[config.mk]
export PLATFORM = sky130hd
export DESIGN_NAME = ovf_exc_ctrl
export DESIGN_NICKNAME = d
export VERILOG_FILES = /design/src/rtl/ovf_exc_pkg.sv /design/src/rtl/ovf_detect.sv /design/src/rtl/epc_bank.sv /design/src/rtl/redirect_ctl.sv /design/src/rtl/ovf_exc_ctrl.sv
export SDC_FILE = /design/constraint.sdc
export NUM_CORES = 1
export LEC_CHECK = 0
export BUFFER_PORTS_ARGS = -buffer_cell sky130_fd_sc_hd__buf_2
export CAP_MARGIN = 10
export CORE_MARGIN = 1
export CORE_UTILIZATION = 41
export CTS_BUF_LIST = sky130_fd_sc_hd__clkbuf_4
export DETAILED_ROUTE_END_ITERATION = 10
export PLACE_DENSITY_LB_ADDON = 0.2
export SETUP_SLACK_MARGIN = 0.05
export SLEW_MARGIN = 20
export SYNTH_ARGS = -nofsm -noshare
export SYNTH_HDL_FRONTEND = slang
export SYNTH_HIERARCHICAL = 1
export SYNTH_SLANG_ARGS = --single-unit
[constraint.sdc]
create_clock -name clk -period 4.5 [get_ports clk]
set_input_delay 0.9 -clock clk [delete_from_list [all_inputs] [get_ports clk]]
set_output_delay 0.9 -clock clk [all_outputs]
set_load 0.05 [all_outputs]
[src/rtl/ovf_exc_pkg.sv]
package ovf_exc_pkg;
   typedef enum logic [1:0] {
      KIND_NONE  = 2'd0,
      KIND_ADD   = 2'd1,
      KIND_SUB   = 2'd2,
      KIND_OTHER = 2'd3
   } alu_kind_e;

   function automatic logic kind_checked(input alu_kind_e k);
      return (k == KIND_ADD) || (k == KIND_SUB);
   endfunction
endpackage

[src/rtl/ovf_detect.sv]
module ovf_detect
   import ovf_exc_pkg::*;
#(
   parameter int XLEN        = 16,
   parameter bit SIGNED_MODE = 1'b0
) (
   input  logic            valid,
   input  logic [1:0]      kind,
   input  logic [XLEN-1:0] op_a,
   input  logic [XLEN-1:0] op_b,
   output logic            ovf
);
   localparam int SW = XLEN + 1;

   alu_kind_e       k;
   logic [SW-1:0]   sum_w;
   logic [SW-1:0]   dif_w;
   logic            add_ovf;
   logic            sub_ovf;

   assign k     = alu_kind_e'(kind);
   assign sum_w = {1'b0, op_a} + {1'b0, op_b};
   assign dif_w = {1'b0, op_a} - {1'b0, op_b};

   generate
      if (SIGNED_MODE) begin : g_signed
         assign add_ovf = (op_a[XLEN-1] == op_b[XLEN-1]) &&
                          (sum_w[XLEN-1] != op_a[XLEN-1]);
         assign sub_ovf = (op_a[XLEN-1] != op_b[XLEN-1]) &&
                          (dif_w[XLEN-1] != op_a[XLEN-1]);
      end else begin : g_unsigned
         assign add_ovf = sum_w[XLEN];
         assign sub_ovf = dif_w[XLEN];
      end
   endgenerate

   always_comb begin
      ovf = 1'b0;
      if (valid && kind_checked(k)) begin
         ovf = (k == KIND_ADD) ? add_ovf : sub_ovf;
      end
   end
endmodule

[src/rtl/epc_bank.sv]
module epc_bank #(
   parameter int XLEN    = 16,
   parameter int PC_STEP = 1
) (
   input  logic            clk,
   input  logic            rst_n,
   input  logic            capture,
   input  logic [XLEN-1:0] fault_pc,
   input  logic            rd_sel,
   output logic [XLEN-1:0] epc_fault,
   output logic [XLEN-1:0] epc_ret,
   output logic [XLEN-1:0] rd_data
);
   localparam logic [XLEN-1:0] STEP_W = XLEN'(PC_STEP);

   always_ff @(posedge clk or negedge rst_n) begin
      if (!rst_n) begin
         epc_fault <= '0;
         epc_ret   <= '0;
      end else if (capture) begin
         epc_fault <= fault_pc;
         epc_ret   <= fault_pc + STEP_W;
      end
   end

   assign rd_data = rd_sel ? epc_ret : epc_fault;


   ret_offset_chk: assert property (@(posedge clk) disable iff (!rst_n)
      capture |=> (epc_ret - epc_fault) == STEP_W);
endmodule

[src/rtl/redirect_ctl.sv]
module redirect_ctl #(
   parameter int             XLEN    = 16,
   parameter logic [XLEN-1:0] HANDLER = 16'h0F00,
   parameter int             WB_LAT  = 2
) (
   input  logic            clk,
   input  logic            rst_n,
   input  logic            ovf_raw,
   input  logic            id_jr,
   input  logic [XLEN-1:0] jr_addr,
   output logic            take,
   output logic            busy,
   output logic            flush_ifid,
   output logic            flush_idex,
   output logic            flush_exmem,
   output logic            pc_load,
   output logic [XLEN-1:0] pc_target,
   output logic            wr_pulse
);
   logic [WB_LAT-1:0] sched;
   logic              jr_take;

   assign busy    = |sched;
   assign take    = ovf_raw && !busy;
   assign jr_take = id_jr && !take;

   generate
      if (WB_LAT == 1) begin : g_short
         always_ff @(posedge clk or negedge rst_n) begin
            if (!rst_n) sched <= '0;
            else        sched <= take;
         end
      end else begin : g_chain
         always_ff @(posedge clk or negedge rst_n) begin
            if (!rst_n) sched <= '0;
            else        sched <= {sched[WB_LAT-2:0], take};
         end
      end
   endgenerate

   assign wr_pulse    = sched[WB_LAT-1];
   assign flush_ifid  = take || jr_take;
   assign flush_idex  = take;
   assign flush_exmem = take;
   assign pc_load     = take || jr_take;
   assign pc_target   = take ? HANDLER : jr_addr;


   lockout_chk: assert property (@(posedge clk) disable iff (!rst_n)
      take |=> !take);

   single_wr_chk: assert property (@(posedge clk) disable iff (!rst_n)
      wr_pulse |=> !wr_pulse);
endmodule

[src/rtl/ovf_exc_ctrl.sv]
module ovf_exc_ctrl #(
   parameter int XLEN        = 16,
   parameter int NREG        = 16,
   parameter int RSV_REG     = 15,
   parameter int PC_STEP     = 1,
   parameter int WB_LAT      = 2,
   parameter bit SIGNED_MODE = 1'b0,
   parameter logic [XLEN-1:0] HANDLER = 16'h0F00,
   localparam int AW = $clog2(NREG)
) (
   input  logic            clk,
   input  logic            rst_n,
   input  logic            ex_valid,
   input  logic [1:0]      ex_kind,
   input  logic [XLEN-1:0] ex_a,
   input  logic [XLEN-1:0] ex_b,
   input  logic [XLEN-1:0] ex_pc,
   input  logic            id_jr,
   input  logic [XLEN-1:0] jr_addr,
   input  logic            mfc_sel,
   output logic            ovf_taken,
   output logic            busy,
   output logic            flush_ifid,
   output logic            flush_idex,
   output logic            flush_exmem,
   output logic            pc_load,
   output logic [XLEN-1:0] pc_target,
   output logic            rf_wr_en,
   output logic [AW-1:0]   rf_wr_addr,
   output logic [XLEN-1:0] rf_wr_data,
   output logic [XLEN-1:0] epc,
   output logic [XLEN-1:0] epc_resume,
   output logic [XLEN-1:0] mfc_data
);
   generate
      if (XLEN < 4)            begin : g_bad_xlen  $error("XLEN too small");            end
      if (NREG != (1 << AW))   begin : g_bad_nreg  $error("NREG must be a power of 2"); end
      if (RSV_REG >= NREG)     begin : g_bad_rsv   $error("RSV_REG out of range");     end
      if (WB_LAT < 1)          begin : g_bad_lat   $error("WB_LAT must be >= 1");      end
      if (PC_STEP < 1)         begin : g_bad_step  $error("PC_STEP must be >= 1");     end
   endgenerate

   logic ovf_raw;

   ovf_detect #(.XLEN(XLEN), .SIGNED_MODE(SIGNED_MODE)) u_det (
      .valid (ex_valid),
      .kind  (ex_kind),
      .op_a  (ex_a),
      .op_b  (ex_b),
      .ovf   (ovf_raw)
   );

   redirect_ctl #(.XLEN(XLEN), .HANDLER(HANDLER), .WB_LAT(WB_LAT)) u_redir (
      .clk         (clk),
      .rst_n       (rst_n),
      .ovf_raw     (ovf_raw),
      .id_jr       (id_jr),
      .jr_addr     (jr_addr),
      .take        (ovf_taken),
      .busy        (busy),
      .flush_ifid  (flush_ifid),
      .flush_idex  (flush_idex),
      .flush_exmem (flush_exmem),
      .pc_load     (pc_load),
      .pc_target   (pc_target),
      .wr_pulse    (rf_wr_en)
   );

   epc_bank #(.XLEN(XLEN), .PC_STEP(PC_STEP)) u_epc (
      .clk       (clk),
      .rst_n     (rst_n),
      .capture   (ovf_taken),
      .fault_pc  (ex_pc),
      .rd_sel    (mfc_sel),
      .epc_fault (epc),
      .epc_ret   (epc_resume),
      .rd_data   (mfc_data)
   );

   assign rf_wr_addr = AW'(RSV_REG);
   assign rf_wr_data = epc;


   idle_ex_chk: assert property (@(posedge clk) disable iff (!rst_n)
      !ex_valid |-> !ovf_taken);

   capture_chk: assert property (@(posedge clk) disable iff (!rst_n)
      ovf_taken |=> epc == $past(ex_pc));

   hold_epc_chk: assert property (@(posedge clk) disable iff (!rst_n)
      busy |=> $stable(epc) && $stable(epc_resume));

   handler_chk: assert property (@(posedge clk) disable iff (!rst_n)
      (pc_load && !id_jr) |-> pc_target == HANDLER);

   flush_pair_chk: assert property (@(posedge clk) disable iff (!rst_n)
      flush_exmem |-> flush_ifid && pc_load);
endmodule

==> impl_metrics.yaml <==
synth:
  yosys_warnings: 6
  synth.yosys.seq_area_share_pct: 31.3
  synth_top_area_cell: "dfrtp_1"
  ys_types: 44
  synth_top_area_share_pct: 31.3
  ys.flop_type: "dfrtp_1"
  synth_common_cells: "34 x dfrtp_1, 34 x mux2_2, 26 x nor2_1, 25 x a21oi_1, 23 x buf_4"
  synth_async_sr_flop_share_pct: 100
  synthTopCellsByArea: "dfrtp_1 31%, mux2_2 14%, ha_1 8.3%"
  syn-cell-area_sq_um: 2720
  synth-seq-cells: 34
  postSynthAreaPerCell_sq_um: 9.40
  synth_edf_count: 0
  syn_inst: 289
min_path:
  hold_class: "flop to flop"
  hp-start: "u_redir/sched[0]"
sta:
  rsz0062_at_grt: "yes"
  relSlewSlack_pct: 49.9
  period_share_pct: 108
  period_needed_ns: 4.87
  tightest_slew_ns: 0.752
  clock_skew_ns: 0.00790
  hold_viol_final: 0
  slew_violations: 0
  fmax_mhz: 205
  setup_slack_ns: -0.375
  finalSetupViolCount: 21
clocking:
  cts_num_sinks: 34
  postCtsHoldBufs: 0
  cts_tree: "yes"
  clock_latency_ns: 0.33
  htreeDepth: 2
  clk_path_buf_depth: 2
  path_clk_slew_ns: 0.09
  cts-buffers-inserted: 5
  cts-root-buf: "clkbuf_4"
worst_setup_path:
  end_kind: "primary output"
  path_class: "input port to primary output"
  cp-start-kind: "input port"
  crit_start: "ex_b[4]"
  cp_max_fo: 6
  required_ns: 3.60
  regToRegStartpoint: "u_redir/sched[1]"
  cp.arrival_ns: 3.97
routing:
  route.detailed.drc: 0
  wl_per_cell_um: 13.2
  first_pass_iters: 4
  wl_mm: 6.96
  drtIter0Drc: 62
  viasPerCell: 5.00
  antenna_left: 0
  vias: 2642
power:
  clock_power_share_pct: 6.6
  p_per_area_nw_per_um2: 613
  comb_power_share_pct: 71.4
  p_sw_mw: 1.50
  seq_power_share_pct: 22.1
  power.internal_mw: 0.961
  p_sw_share_pct: 60.9
  peakVddDrop_mv: 0.478
  p_leak_nw: 1.94
layout:
  diodes: 0
  fin_util_pct: 62.7
  syn_to_final_growth_pct: 47.5
  drive_gt1_share_pct: 57.2
  fin_nets: 539
placed_design:
  port_buffers: 157
  globalplace.congestion: 0.814
  place_ws_ns: -0.476
  hpwl_mm: 5.04
flow_run:
  maxCapViolations: 0
floorplanning:
  start_util_pct: 42.5
  die_x_um: 83.4
  die_y_um: 83.4
  pin_count: 162
  rows: 29
  fp.coreArea_sq_um: 6390
  die-area_sq_um: 6950
global_route:
  grt_pass1_vias: 2491
  grt_pass1_wl_mm: 11.4
  grt_overflow: 0
  grt_usage_pct: 19.8
  grt_max_degree: 48
  antenna_found_initial: 0
outcome:
  outcome: "finished, violations left"
  violations: "setup timing"
metal layers:
layer	GRT usage [%]	up-vias	part of all wire (%)
met5	0	-	0
met4	6.58	0	1.8
met3	4.17	9	5.5
met2	35.7	95	52
met1	23.3	1230	41
li1	-	1308	-
kinds of logic (layout without fill, tap and decap cells):
family / Yosys count / count (layout) / share of synthesized area, %
buf+inv: 46 / 205 / 10.1
mux: 35 / 35 / 14.5
flops: 34 / 34 / 31.3
other cells: 1 / 4 / 0.138
compound gates: 42 / 42 / 9.03
fa+ha+maj: 18 / 18 / 8.29
simple gates: 87 / 87 / 18.3
xor+xnor: 26 / 26 / 8.38
flip-flops by register name (all words and copies together), names as in the netlist:
signal / flops
u_epc/epc_fault: 16
u_redir/sched: 2
u_epc/epc_ret: 16
per-stage QoR:
step                hold WS [ns]  total power, mW  instances  area [sq um]  TNS, ns
floorplan                  0.420             1.96        292          2800    -4.09
global placement           0.438             2.22        509          3580    -9.77
detailed placement         0.440             2.24        509          3580   -11.31
CTS                        0.467             2.45        521          3870    -6.22
global route               0.491             2.57        528          4010   -10.53
finish                     0.463             2.46        528          4010    -6.83
cells in the final DEF (no fill, tap or decap), types with 9 or more instances in the layout:
cell type,instances
mux2_2,34
xnor2_1,9
buf_6,21
a21oi_1,19
buf_2,135
nor2_1,25
xor2_1,17
dfrtp_1,34
ha_1,17
buf_4,22
inv_1,11
area by class of cell:
cell class                 instances  area [sq um]
multi-input combinational        212          1710
tap                               77          96.3
fill                             578          2380
sequential                        34           851
clock buffer                       6          45.0
timing repair buffer             186          1250
inverter                          11          41.3
clock inverter                     2          8.76
power by group through the flow:
stage | combinational [mW] | sequential (mW) | clock, mW
floorplan | 0.965 | 0.998 | 0
detailed placement | 1.69 | 0.552 | 0
global placement | 1.68 | 0.542 | 0
global route | 1.82 | 0.565 | 0.186
finish | 1.75 | 0.542 | 0.161
CTS | 1.73 | 0.545 | 0.168
final timing paths:
path                                        to  slack, ns  cells after the start
setup / recovery                  pc_target[3]      -0.37                     17
min in group asynchronous   u_epc/epc_fault[3]       0.62                      1
max in group asynchronous  u_epc/epc_fault[11]       3.39                      1
setup reg to reg              u_epc/epc_ret[1]       2.60                      6
hold reg to reg               u_redir/sched[1]       0.46                      0
hold / removal                u_redir/sched[1]       0.46                      0
worst max-delay path: stages:
cell and delay, ns:
buf_6 0.09, or4_4 0.57, nor2_4 0.11, and3_4 0.22, a31oi_4 0.09, xor2_1 0.18
ha_1 0.30, nand3_1 0.08, nand2_1 0.07, a221oi_2 0.30, nand3_1 0.12, a21oi_2 0.13
nor3b_4 0.24, buf_4 0.16, buf_12 0.10, and2b_4 0.18, buf_6 0.14
timing repair:
| action | in CTS | in global routing |
|---|---|---|
| gates resized for setup | 52 | 20 |
| cloned | 2 | 1 |
| setup buffers | 2 | 6 |
| pin swaps | 5 | 2 |
| setup endpoints to repair | 21 | 38 |
| endpoints found under the hold margin | 0 | 0 |
Power figures use the tool's default switching activity.
